`config.mk`:
```
export PLATFORM = sky130hd
export DESIGN_NAME = cl0s_wake_ctrl
export DESIGN_NICKNAME = d
export VERILOG_FILES = /design/src/rtl/cl0s_wake_pkg.sv /design/src/rtl/cl0s_phase_match.sv /design/src/rtl/cl0s_dwell_timer.sv /design/src/rtl/cl0s_ts4_counter.sv /design/src/rtl/cl0s_wake_ctrl.sv
export SDC_FILE = /design/constraint.sdc
export NUM_CORES = 1
export LEC_CHECK = 0
export BUFFER_PORTS_ARGS = -buffer_cell sky130_fd_sc_hd__clkbuf_2
export CAP_MARGIN = 20
export CORE_MARGIN = 8
export CORE_UTILIZATION = 52
export CTS_CLUSTER_SIZE = 20
export DETAILED_ROUTE_END_ITERATION = 8
export PLACE_DENSITY = 0.8
export SETUP_SLACK_MARGIN = 0.4
export SLEW_MARGIN = 30
export SYNTH_ARGS = -nofsm -noshare
export SYNTH_HDL_FRONTEND = slang
export SYNTH_SLANG_ARGS = --single-unit
```
`constraint.sdc`:
```
create_clock -name clk -period 2.34 [get_ports clk]
set_input_delay 0.585 -clock clk [delete_from_list [all_inputs] [get_ports clk]]
set_output_delay 0.585 -clock clk [all_outputs]
set_load 0.02 [all_outputs]
```
`src/rtl/cl0s_wake_pkg.sv`:
```
`timescale 1ns/1ps
package cl0s_wake_pkg;

    typedef enum logic [2:0] {
        WK_CL0   = 3'd0,
        WK_CL0S  = 3'd1,
        WK_LFPS  = 3'd2,
        WK_WAIT0 = 3'd3,
        WK_TS1   = 3'd4,
        WK_TS2   = 3'd5,
        WK_TS3   = 3'd6,
        WK_TS4   = 3'd7
    } wk_state_e;

    typedef enum logic [1:0] {
        TSK_1 = 2'd0,
        TSK_2 = 2'd1,
        TSK_3 = 2'd2,
        TSK_4 = 2'd3
    } ts_kind_e;

    localparam int N_PHASE  = 4;
    localparam int PHASE_W  = 4;

    // Descriptor leaving the controller toward the symbol layer
    typedef struct packed {
        logic     valid;
        ts_kind_e kind;
        logic     last;
    } ts_desc_t;

    // Partner phase codes in arrival order: {high trit, low trit}
    function automatic logic [PHASE_W-1:0] phase_code(input int idx);
        case (idx)
            0:       return 4'h0;  // 00t
            1:       return 4'h1;  // 01t
            2:       return 4'h2;  // 02t
            default: return 4'h4;  // 10t
        endcase
    endfunction

    // True in states that wait for a partner phase
    function automatic logic is_waiting(input wk_state_e s);
        return (s == WK_WAIT0) || (s == WK_TS1) || (s == WK_TS2) || (s == WK_TS3);
    endfunction

    // Index of the phase expected in a waiting state
    function automatic logic [1:0] wait_idx(input wk_state_e s);
        case (s)
            WK_TS1:  return 2'd1;
            WK_TS2:  return 2'd2;
            WK_TS3:  return 2'd3;
            default: return 2'd0;
        endcase
    endfunction

    // Descriptor kind sent in a state
    function automatic ts_kind_e state_kind(input wk_state_e s);
        case (s)
            WK_TS2:  return TSK_2;
            WK_TS3:  return TSK_3;
            WK_TS4:  return TSK_4;
            default: return TSK_1;
        endcase
    endfunction

    function automatic logic sends_ts(input wk_state_e s);
        return (s == WK_TS1) || (s == WK_TS2) || (s == WK_TS3) || (s == WK_TS4);
    endfunction

endpackage

```
`src/rtl/cl0s_phase_match.sv`:
```
`timescale 1ns/1ps
module cl0s_phase_match
    import cl0s_wake_pkg::*;
#(
    parameter int N = N_PHASE
) (
    input  logic               valid,
    input  logic [PHASE_W-1:0] code,
    output logic [N-1:0]       hit
);
    for (genvar i = 0; i < N; i++) begin : g_cmp
        assign hit[i] = valid && (code == phase_code(i));
    end
endmodule

```
`src/rtl/cl0s_dwell_timer.sv`:
```
`timescale 1ns/1ps
module cl0s_dwell_timer #(
    parameter int W = 8
) (
    input  logic         clk,
    input  logic         rst,
    input  logic         clr,
    output logic [W-1:0] cyc
);
    logic [W-1:0] cyc_q;

    always_ff @(posedge clk) begin
        if (rst || clr) begin
            cyc_q <= '0;
        end else if (cyc_q != {W{1'b1}}) begin
            cyc_q <= cyc_q + 1'b1;
        end
    end

    assign cyc = cyc_q;
endmodule

```
`src/rtl/cl0s_ts4_counter.sv`:
```
`timescale 1ns/1ps
module cl0s_ts4_counter #(
    parameter int CNT_W = 8,
    parameter int INIT  = 19,
    parameter int FINAL = 15
) (
    input  logic             clk,
    input  logic             rst,
    input  logic             load,
    input  logic             dec,
    output logic [CNT_W-1:0] cnt,
    output logic             at_final
);
    localparam logic [CNT_W-1:0] INIT_V  = CNT_W'(INIT);
    localparam logic [CNT_W-1:0] FINAL_V = CNT_W'(FINAL);

    logic [CNT_W-1:0] cnt_q;

    always_ff @(posedge clk) begin
        if (rst) begin
            cnt_q <= INIT_V;
        end else if (load) begin
            cnt_q <= INIT_V;
        end else if (dec && (cnt_q != FINAL_V)) begin
            cnt_q <= cnt_q - 1'b1;
        end
    end

    assign cnt      = cnt_q;
    assign at_final = (cnt_q == FINAL_V);
endmodule

```
`src/rtl/cl0s_wake_ctrl.sv`:
```
`timescale 1ns/1ps
module cl0s_wake_ctrl
    import cl0s_wake_pkg::*;
#(
    parameter int TO_W      = 8,
    parameter int LFPS_LEN  = 8,
    parameter int CNT_W     = 8,
    parameter int TS4_START = 19,
    parameter int PRESET_W  = 4
) (
    input  logic                clk,
    input  logic                rst,
    input  logic                lp_enter,
    input  logic                lp_enter_own,
    input  logic                exit_req,
    input  logic                phase_valid,
    input  logic [3:0]          phase_code,
    input  logic                ts_sent,
    input  logic [TO_W-1:0]     timeout_lim,
    input  logic [PRESET_W-1:0] ffe_preset_in,
    output logic                lfps_tx,
    output logic                ts_valid,
    output logic [1:0]          ts_kind,
    output logic [CNT_W-1:0]    ts_cnt,
    output logic                ts_last,
    output logic                in_cl0,
    output logic                fec_en,
    output logic                scr_en,
    output logic                precode_en,
    output logic                exit_rej,
    output logic                exit_err,
    output logic [PRESET_W-1:0] tx_preset
);
    localparam int               TS4_FINAL = 15;
    localparam logic [TO_W-1:0]  LFPS_LAST = TO_W'(LFPS_LEN - 1);

    wk_state_e           state_q, state_d;
    logic                own_q;
    logic                rej_q, err_q;
    logic [PRESET_W-1:0] preset_q;

    logic [N_PHASE-1:0]  hit;
    logic [TO_W-1:0]     cyc;
    logic                adv, tmo, lfps_end, done;
    logic                ts4_load, ts4_dec, ts4_final;
    logic [CNT_W-1:0]    ts4_cnt;
    ts_desc_t            desc;

    cl0s_phase_match #(.N(N_PHASE)) i_match (
        .valid (phase_valid),
        .code  (phase_code),
        .hit   (hit)
    );

    cl0s_dwell_timer #(.W(TO_W)) i_dwell (
        .clk (clk),
        .rst (rst),
        .clr (state_d != state_q),
        .cyc (cyc)
    );

    cl0s_ts4_counter #(.CNT_W(CNT_W), .INIT(TS4_START), .FINAL(TS4_FINAL)) i_ts4 (
        .clk      (clk),
        .rst      (rst),
        .load     (ts4_load),
        .dec      (ts4_dec),
        .cnt      (ts4_cnt),
        .at_final (ts4_final)
    );

    // Advance only on the one phase expected in the current wait state
    assign adv      = is_waiting(state_q) && hit[wait_idx(state_q)];
    assign tmo      = is_waiting(state_q) && !adv && (cyc == timeout_lim);
    assign lfps_end = (state_q == WK_LFPS) && (cyc == LFPS_LAST);
    assign ts4_load = (state_q == WK_TS3) && adv;
    assign ts4_dec  = (state_q == WK_TS4) && ts_sent && !ts4_final;
    assign done     = (state_q == WK_TS4) && ts_sent && ts4_final;

    always_comb begin
        state_d = state_q;
        case (state_q)
            WK_CL0:   if (lp_enter)            state_d = WK_CL0S;
            WK_CL0S:  if (exit_req && own_q)   state_d = WK_LFPS;
            WK_LFPS:  if (lfps_end)            state_d = WK_WAIT0;
            WK_WAIT0: if (adv)                 state_d = WK_TS1;
                      else if (tmo)            state_d = WK_CL0S;
            WK_TS1:   if (adv)                 state_d = WK_TS2;
                      else if (tmo)            state_d = WK_CL0S;
            WK_TS2:   if (adv)                 state_d = WK_TS3;
                      else if (tmo)            state_d = WK_CL0S;
            WK_TS3:   if (adv)                 state_d = WK_TS4;
                      else if (tmo)            state_d = WK_CL0S;
            WK_TS4:   if (done)                state_d = WK_CL0;
            default:                           state_d = WK_CL0S;
        endcase
    end

    always_ff @(posedge clk) begin
        if (rst) begin
            state_q  <= WK_CL0;
            own_q    <= 1'b0;
            rej_q    <= 1'b0;
            err_q    <= 1'b0;
            preset_q <= '0;
        end else begin
            state_q <= state_d;
            rej_q   <= (state_q == WK_CL0S) && exit_req && !own_q;
            err_q   <= tmo;
            if ((state_q == WK_CL0) && lp_enter) begin
                own_q <= lp_enter_own;
            end
            // Preset follows the active link, frozen outside CL0
            if (state_q == WK_CL0) begin
                preset_q <= ffe_preset_in;
            end
        end
    end

    always_comb begin
        desc.valid = sends_ts(state_q);
        desc.kind  = state_kind(state_q);
        desc.last  = (state_q == WK_TS4) && ts4_final;
    end

    assign lfps_tx    = (state_q == WK_LFPS);
    assign ts_valid   = desc.valid;
    assign ts_kind    = desc.valid ? desc.kind : 2'd0;
    assign ts_cnt     = (state_q == WK_TS4) ? ts4_cnt : '0;
    assign ts_last    = desc.last;
    assign in_cl0     = (state_q == WK_CL0);
    assign fec_en     = in_cl0;
    assign scr_en     = in_cl0;
    assign precode_en = in_cl0;
    assign exit_rej   = rej_q;
    assign exit_err   = err_q;
    assign tx_preset  = preset_q;
endmodule

```
==> impl_results.md, run 1 <==
- YS warnings: 0
- Share of the synthesized area in the top cell type: a little under a third
- Setup crit start kind: flip-flop
- Fin cells: 320
- Final #Nets: between 300 and 400
- Overflow after GRT: 0
- Die W: 73.50 um
- Placer Congestion: slightly below 0.9
- IO Count: 46
- Max_cap viols: 0
- Filler Cell Count: about 210
- Failing checks: DRC
- Most frequent cells in the layout: clkbuf_2, buf_4, nor2_1
- Die ar.: 5402 um2
- Cell depth of the worst hold path: 3
- Count of final setup violators: 0
- R2r endpoint: i_dwell.cyc[5]$_SDFFE_PP0P_
- Starting Density: between 50% and 60%
- Via-to-Cell Ratio: 5.922
- Power Density: 351.0 nW/um2
- DRT Pass-1 Iters: 6
- Fraction of layout cells with a size suffix above 1: 45.99%
- Post-synth EDFFs: 0
- R2r startpoint: state_q[1]$_SDFF_PP0_
- Initial DRC count: 155
- Status: complete, but fails checks
- DR vias: 1,895
- Crit Path Class: reg2reg
- Clock Path Buffers: 2
- Routed Wire Length: between 6000 and 7000 um
- Reg2reg path depth: 8
- CP Data Arrival Time: 2.29 ns
- Syn_nets: ~220
- Slew @ Worst Pin: 0.3954 ns
- Max Freq: 490.8 MHz
- Setup Skew: between 0.002 and 0.003 ns
- Crit-path max FO: 7
- Num Clock Sinks: 26
- Vias in the first global route: 1,687
- HPWL Detailed: 3228 um
- DRT antenna net count: 0
- Final Critical Period: 2.037 ns
- CTS tree: yes
- #FFs+latches synth: 26
- Cell accounting for the most synthesized area: dfxtp_1
- Skew-Pair Late Insertion Delay: 0.33 ns
- DR DRC count: 2
- Area grow syn2layout: 49.13%
- Placement Setup Slack: 0.2008 ns
- Synth Instances: 195
- Largest net degree at the start of global routing: 15
- Post-synth top flop: dfxtp_1
- Average wire per standard cell: about 20 um
- Fin. Hold Viols: 0
- Syn_area_per_cell: 8.816 um2
- Leakage: 1.076 nW
- Overall Power: 899.8 uW
- Unique cell type count in the Yosys netlist: 48
- Cell Area, Synth: 1719 um2
- Asr flop ratio synth: 0%
- Unrepaired setup endpoints after global routing: true
- Worst-path clk slew: around 0.15 ns
- Most common cell after layout, fill and taps aside: clkbuf_2
- I/O Buffers: 45
- CP Capture Type: flip-flop
- Final period utilization: 87.07%
- Worst Hold Launch: ffe_preset_in[3]
- Synth area leaders: dfxtp_1, nor4_2, xnor2_1
- Global Route Usage Sum: 17.81%
- Worst vdd ir: 0.0001823 V
- Die Height: 73.50 um
- Post-synthesis sequential area ratio: 30.28%
- Root buffer cell: clkbuf_4
- Initial antenna violation count: 0
- Min-delay worst type: in2reg
- Max transition margin: 73.40%
- Post-cts hold buffer count: 0
- ANT cells: 0
- Setup WS post-layout: 0.3025 ns
- R2R Setup Slk: 0.30 ns
- Worst Path Required: approximately 2.6 ns
- Final Max Slew Viols: 0
- Core Region: 3258 um2
- TritonCTS Buffers: 3
- First-pass GRT wire length: 7879 um
- Inst Count DP: between 200 and 300
- Site row count: 21
- Endpoint, Worst Hold: tx_preset[3]$_SDFFE_PP0P_
- Total negative slack: 0 ns
- H-tree Lvls: 1
==> through the flow <==
stage                     instance area (um2)  util, %  hold slack, ns
after CTS                                2246    68.93          0.4935
after global routing                     2564    78.69          0.5179
after detailed placement                 1981    60.79          0.4903
final                                    2564    78.69          0.4902
after floorplan                          1725        -          0.4935
after global placement                   1981    60.79          0.4730
==> Yosys cell counts, types with 5 or more instances <==
cell type,instances
dfxtp_1,26
nor2_1,23
and2_1,11
xnor2_1,11
nand2_1,10
xor2_1,9
nor4_2,8
mux2i_1,7
nand3_1,7
buf_4,6
inv_1,5
==> flip-flops by register name, summed over array words and instances, names as in the netlist <==
name         count
i_dwell.cyc      8
i_ts4.cnt        8
tx_preset        4
state_q          3
exit_err         1
exit_rej         1
own_q            1
==> power breakdown <==
group / internal (mW) / total, mW / switching (mW)
Sequential: 0.450 / 0.462 / 0.0117
Clock: 0.0954 / 0.239 / 0.144
Combinational: 0.0984 / 0.199 / 0.101
==> worst max path at each step <==
stage	startpoint	to	slack (ns)	cells after the start
floorplan	state_q[2]$_SDFF_PP0_	ts_last	0.47	4
global placement	phase_code[2]	i_dwell.cyc[2]$_SDFFE_PP0P_	0.24	7
detailed placement	phase_code[2]	i_dwell.cyc[2]$_SDFFE_PP0P_	0.20	7
CTS	i_ts4.cnt[1]$_SDFFE_PP1P_	ts_last	0.31	5
global route	state_q[2]$_SDFF_PP0_	i_dwell.cyc[5]$_SDFFE_PP0P_	0.21	9
finish	state_q[1]$_SDFF_PP0_	i_dwell.cyc[5]$_SDFFE_PP0P_	0.30	8
==> cell type report <==
class | count | area, um2 | share of cell area [%]
Timing Repair Buffer | 84 | 619.3 | 24.16
Sequential cell | 26 | 541.8 | 21.13
Clock buffer | 4 | 36.28 | 1.415
Inverter | 5 | 18.77 | 0.7321
Multi-Input combinational cell | 155 | 1290 | 50.32
Tap cell | 46 | 57.56 | 2.245
==> timing repair <==
action	CTS	global route
pin swaps	6	16
gates resized for setup	26	49
buffers inserted	19	16
endpoints found under the setup margin	24	26
==> routing by layer <==
metal	GRT usage (%)	share of wire (%)	vias to the layer above
li1	-	-	852
met1	22.33	39	889
met2	30.02	48	130
met3	3.411	9.1	24
met4	4.656	3.6	0
met5	0	0	-
==> cells by family after synthesis <==
group / count (synthesis) / synth area share, %
simple gates: 98 / 36.24
mux: 7 / 4.076
compound gates: 27 / 12.59
fa+ha+maj: 3 / 2.184
buf+inv: 14 / 4.439
flops: 26 / 30.28
xor+xnor: 20 / 10.19
==> worst max-delay path, cell delays in order (launching register included) <==
cell	delay [ns]
dfxtp_4	0.39
buf_8	0.13
nand4bb_4	0.22
a211oi_2	0.28
o31a_1	0.28
a21o_1	0.17
a21oi_4	0.08
buf_6	0.14
nor4_2	0.26
Note: power is estimated with default switching activity, not from simulation.
==> run 2: changes to the inputs <==
==> constraint.sdc (replaced) <==
create_clock -name clk -period 2.34 [get_ports clk]
set_input_delay 0.585 -clock clk [delete_from_list [all_inputs] [get_ports clk]]
set_output_delay 0.585 -clock clk [all_outputs]
set_load 0.01 [all_outputs]
==> impl_results.md, run 2 (synthesis results as in run 1) <==
- Status: finished clean
- Clock Path Buffers: 2 (unchanged)
- Final Critical Period: 1.968 ns (-0.06913 ns)
- Max transition margin: 75.43% (+2.0 points)
- Die Height: 73.50 um (unchanged)
- Overflow after GRT: 0 (unchanged)
- CP Capture Type: output port
- Final #Nets: 286 (-5.0%)
- Setup crit start kind: flip-flop
- Fraction of layout cells with a size suffix above 1: 40.70% (-5.3 points)
- DR vias: 1,715 (-9.5%)
- Max_cap viols: 0 (unchanged)
- Inst Count DP: 280 (-0.36%)
- Num Clock Sinks: 26 (unchanged)
- Top sig layer: met4
- DRT antenna net count: 0 (unchanged)
- Largest net degree at the start of global routing: 16 (+1)
- Skew-Pair Late Insertion Delay: 0.31 ns (-0.02 ns)
- Final Max Slew Viols: 0 (unchanged)
- Min-delay worst type: in2reg
- Critical path startpoint: i_ts4.cnt[0]$_SDFFE_PP1P_
- Critical path, cell by cell: ha_1 > nor4bb_4 > nand3_1 > nor2_1 > buf_2
- Core Region: 3258 um2 (unchanged)
- I/O Buffers: 45 (unchanged)
- Crit-path max FO: 2 (-5)
- CTS tree: yes
- Routed Wire Length: 4674 um (-27%)
- Worst-path clk slew: 0.14 ns (about the same)
- DR DRC count: 0 (-2)
- R2R Setup Slk: 0.43 ns (+0.13 ns)
- Most frequent cells in the layout: clkbuf_2, nor2_1, dfxtp_1
- Vias in the first global route: 1,518 (-10%)
- Met3 wire length: 343 um (-41%)
- R2r startpoint: state_q[2]$_SDFF_PP0_
- Fin util: 71.43% (-7.3 points)
- Unrepaired setup endpoints after global routing: true
- HPWL Detailed: 3165 um (-1.9%)
- Count of final setup violators: 0 (unchanged)
- Post-cts hold buffer count: 0 (unchanged)
- CP Data Arrival Time: 1.38 ns (-0.91 ns)
- Leakage: 0.9752 nW (-9.4%)
- Power Density: 349.5 nW/um2 (-0.43%)
- Overall Power: 813.4 uW (-9.6%)
- DRT Pass-1 Iters: 4 (-2)
- Crit Path Class: reg2out
- Initial antenna violation count: 0 (unchanged)
- ANT cells: 0 (unchanged)
- Metal2 WL: 2415 um (-22%)
- Crit-path slowest cell: dfxtp_2
- Worst vdd ir: 0.0002060 V (+13%)
- Slew @ Worst Pin: 0.3652 ns (-0.03018 ns)
- First-pass GRT wire length: 6679 um (-15%)
- Crit path to: ts_last
- Global Route Usage Sum: 15.13% (-2.7 points)
- Setup Skew: 0.006977 ns (+0.004181 ns)
- Initial DRC count: 166 (+7.1%)
- Via-to-Cell Ratio: 5.641 (-4.7%)
- Final period utilization: 84.12% (-3.0 points)
- Placer Congestion: 0.8549 (-2.7%)
- Root buffer cell: clkbuf_4
- Most common cell after layout, fill and taps aside: clkbuf_2
- Max Freq: 508.0 MHz (+3.5%)
- Die ar.: 5402 um2 (unchanged)
- R2r endpoint: i_dwell.cyc[5]$_SDFFE_PP0P_
- Met1 wire length: 1870 um (-25%)
- H-tree Lvls: 1 (unchanged)
- IO Count: 46 (unchanged)
- Average wire per standard cell: 15.38 um (-23%)
- Total negative slack: 0 ns (unchanged)
- Reg2reg path depth: 7 (-1)
- Starting Density: 52.76% (unchanged)
- Largest stage delay, worst path: 0.36 ns (-0.03 ns)
- TritonCTS Buffers: 3 (unchanged)
- Fin. Hold Viols: 0 (unchanged)
- Area grow syn2layout: 35.37%
- Worst Path Required: 1.75 ns (-0.84 ns)
- Fin cells: 304 (-5.0%)
- Site row count: 21 (unchanged)
- Die W: 73.50 um (unchanged)
run 2: cell types whose count changed in the layout (fill, tap and decap cells not counted), sizes merged:
cell    previous run  this run
buf               46        29
clkbuf            42        43
run 2: timing repair:
action	4_1_cts	5_1_grt
pin swaps	3	13
gates resized for setup	16	31
setup buffers	4	17
endpoints found under the setup margin	25	22
run 2: how the worst min path moves through the flow:
| stage | slack, ns | startpoint | to | cells past startpoint |
|---|---|---|---|---|
| after global routing | 0.51 | ffe_preset_in[0] | tx_preset[0]$_SDFFE_PP0P_ | 3 |
| final | 0.50 | lp_enter_own | own_q$_SDFFE_PP0P_ | 3 |
| after CTS | 0.50 | ffe_preset_in[3] | tx_preset[3]$_SDFFE_PP0P_ | 3 |
| after global placement | 0.47 | tx_preset[2]$_SDFFE_PP0P_ | tx_preset[2]$_SDFFE_PP0P_ | 2 |
| after floorplan | 0.49 | i_ts4.cnt[7]$_SDFFE_PP0P_ | i_ts4.cnt[7]$_SDFFE_PP0P_ | 2 |
| after detailed placement | 0.48 | tx_preset[2]$_SDFFE_PP0P_ | tx_preset[2]$_SDFFE_PP0P_ | 2 |
run 2: cell type report:
cell class	count	area, um2
tap	46	57.56
timing repair buffer	69	465.4
sequential	26	540.5
fill	248	930.9
inverter	5	18.77
multi-input combinational	155	1222
clock buffer	3	22.52
run 2: through the flow:
step | setup slack (ns) | hold WS [ns] | instance area (um2)
2_1_floorplan | 0.4680 | 0.4935 | 1719
3_3_place_gp | 0.2330 | 0.4721 | 1967
3_5_place_dp | 0.2246 | 0.4836 | 1967
4_1_cts | 0.3771 | 0.5015 | 2064
5_1_grt | 0.2955 | 0.5063 | 2327
6_report | 0.3717 | 0.4961 | 2327
run 2: critical path: cells and delay by family (launching register included):
family	cells	cell delay (ns)
simple gates	3	0.43
fa+ha+maj	1	0.15
flops	1	0.36
buf+inv	1	0.13
run 2: layer usage:
layer	up-vias	track usage [%]
li1	828	-
met1	817	18.33
met2	64	25.39
met3	6	3.683
met4	0	4.656
met5	-	0
run 2: report_power, final:
group	leakage [nW]	internal, mW	total [mW]	switching, mW
clock	0.0138	0.0602	0.192	0.132
combinational	0.748	0.0837	0.159	0.0749
sequential	0.213	0.451	0.463	0.0118
total	0.975	0.595	0.813	0.218
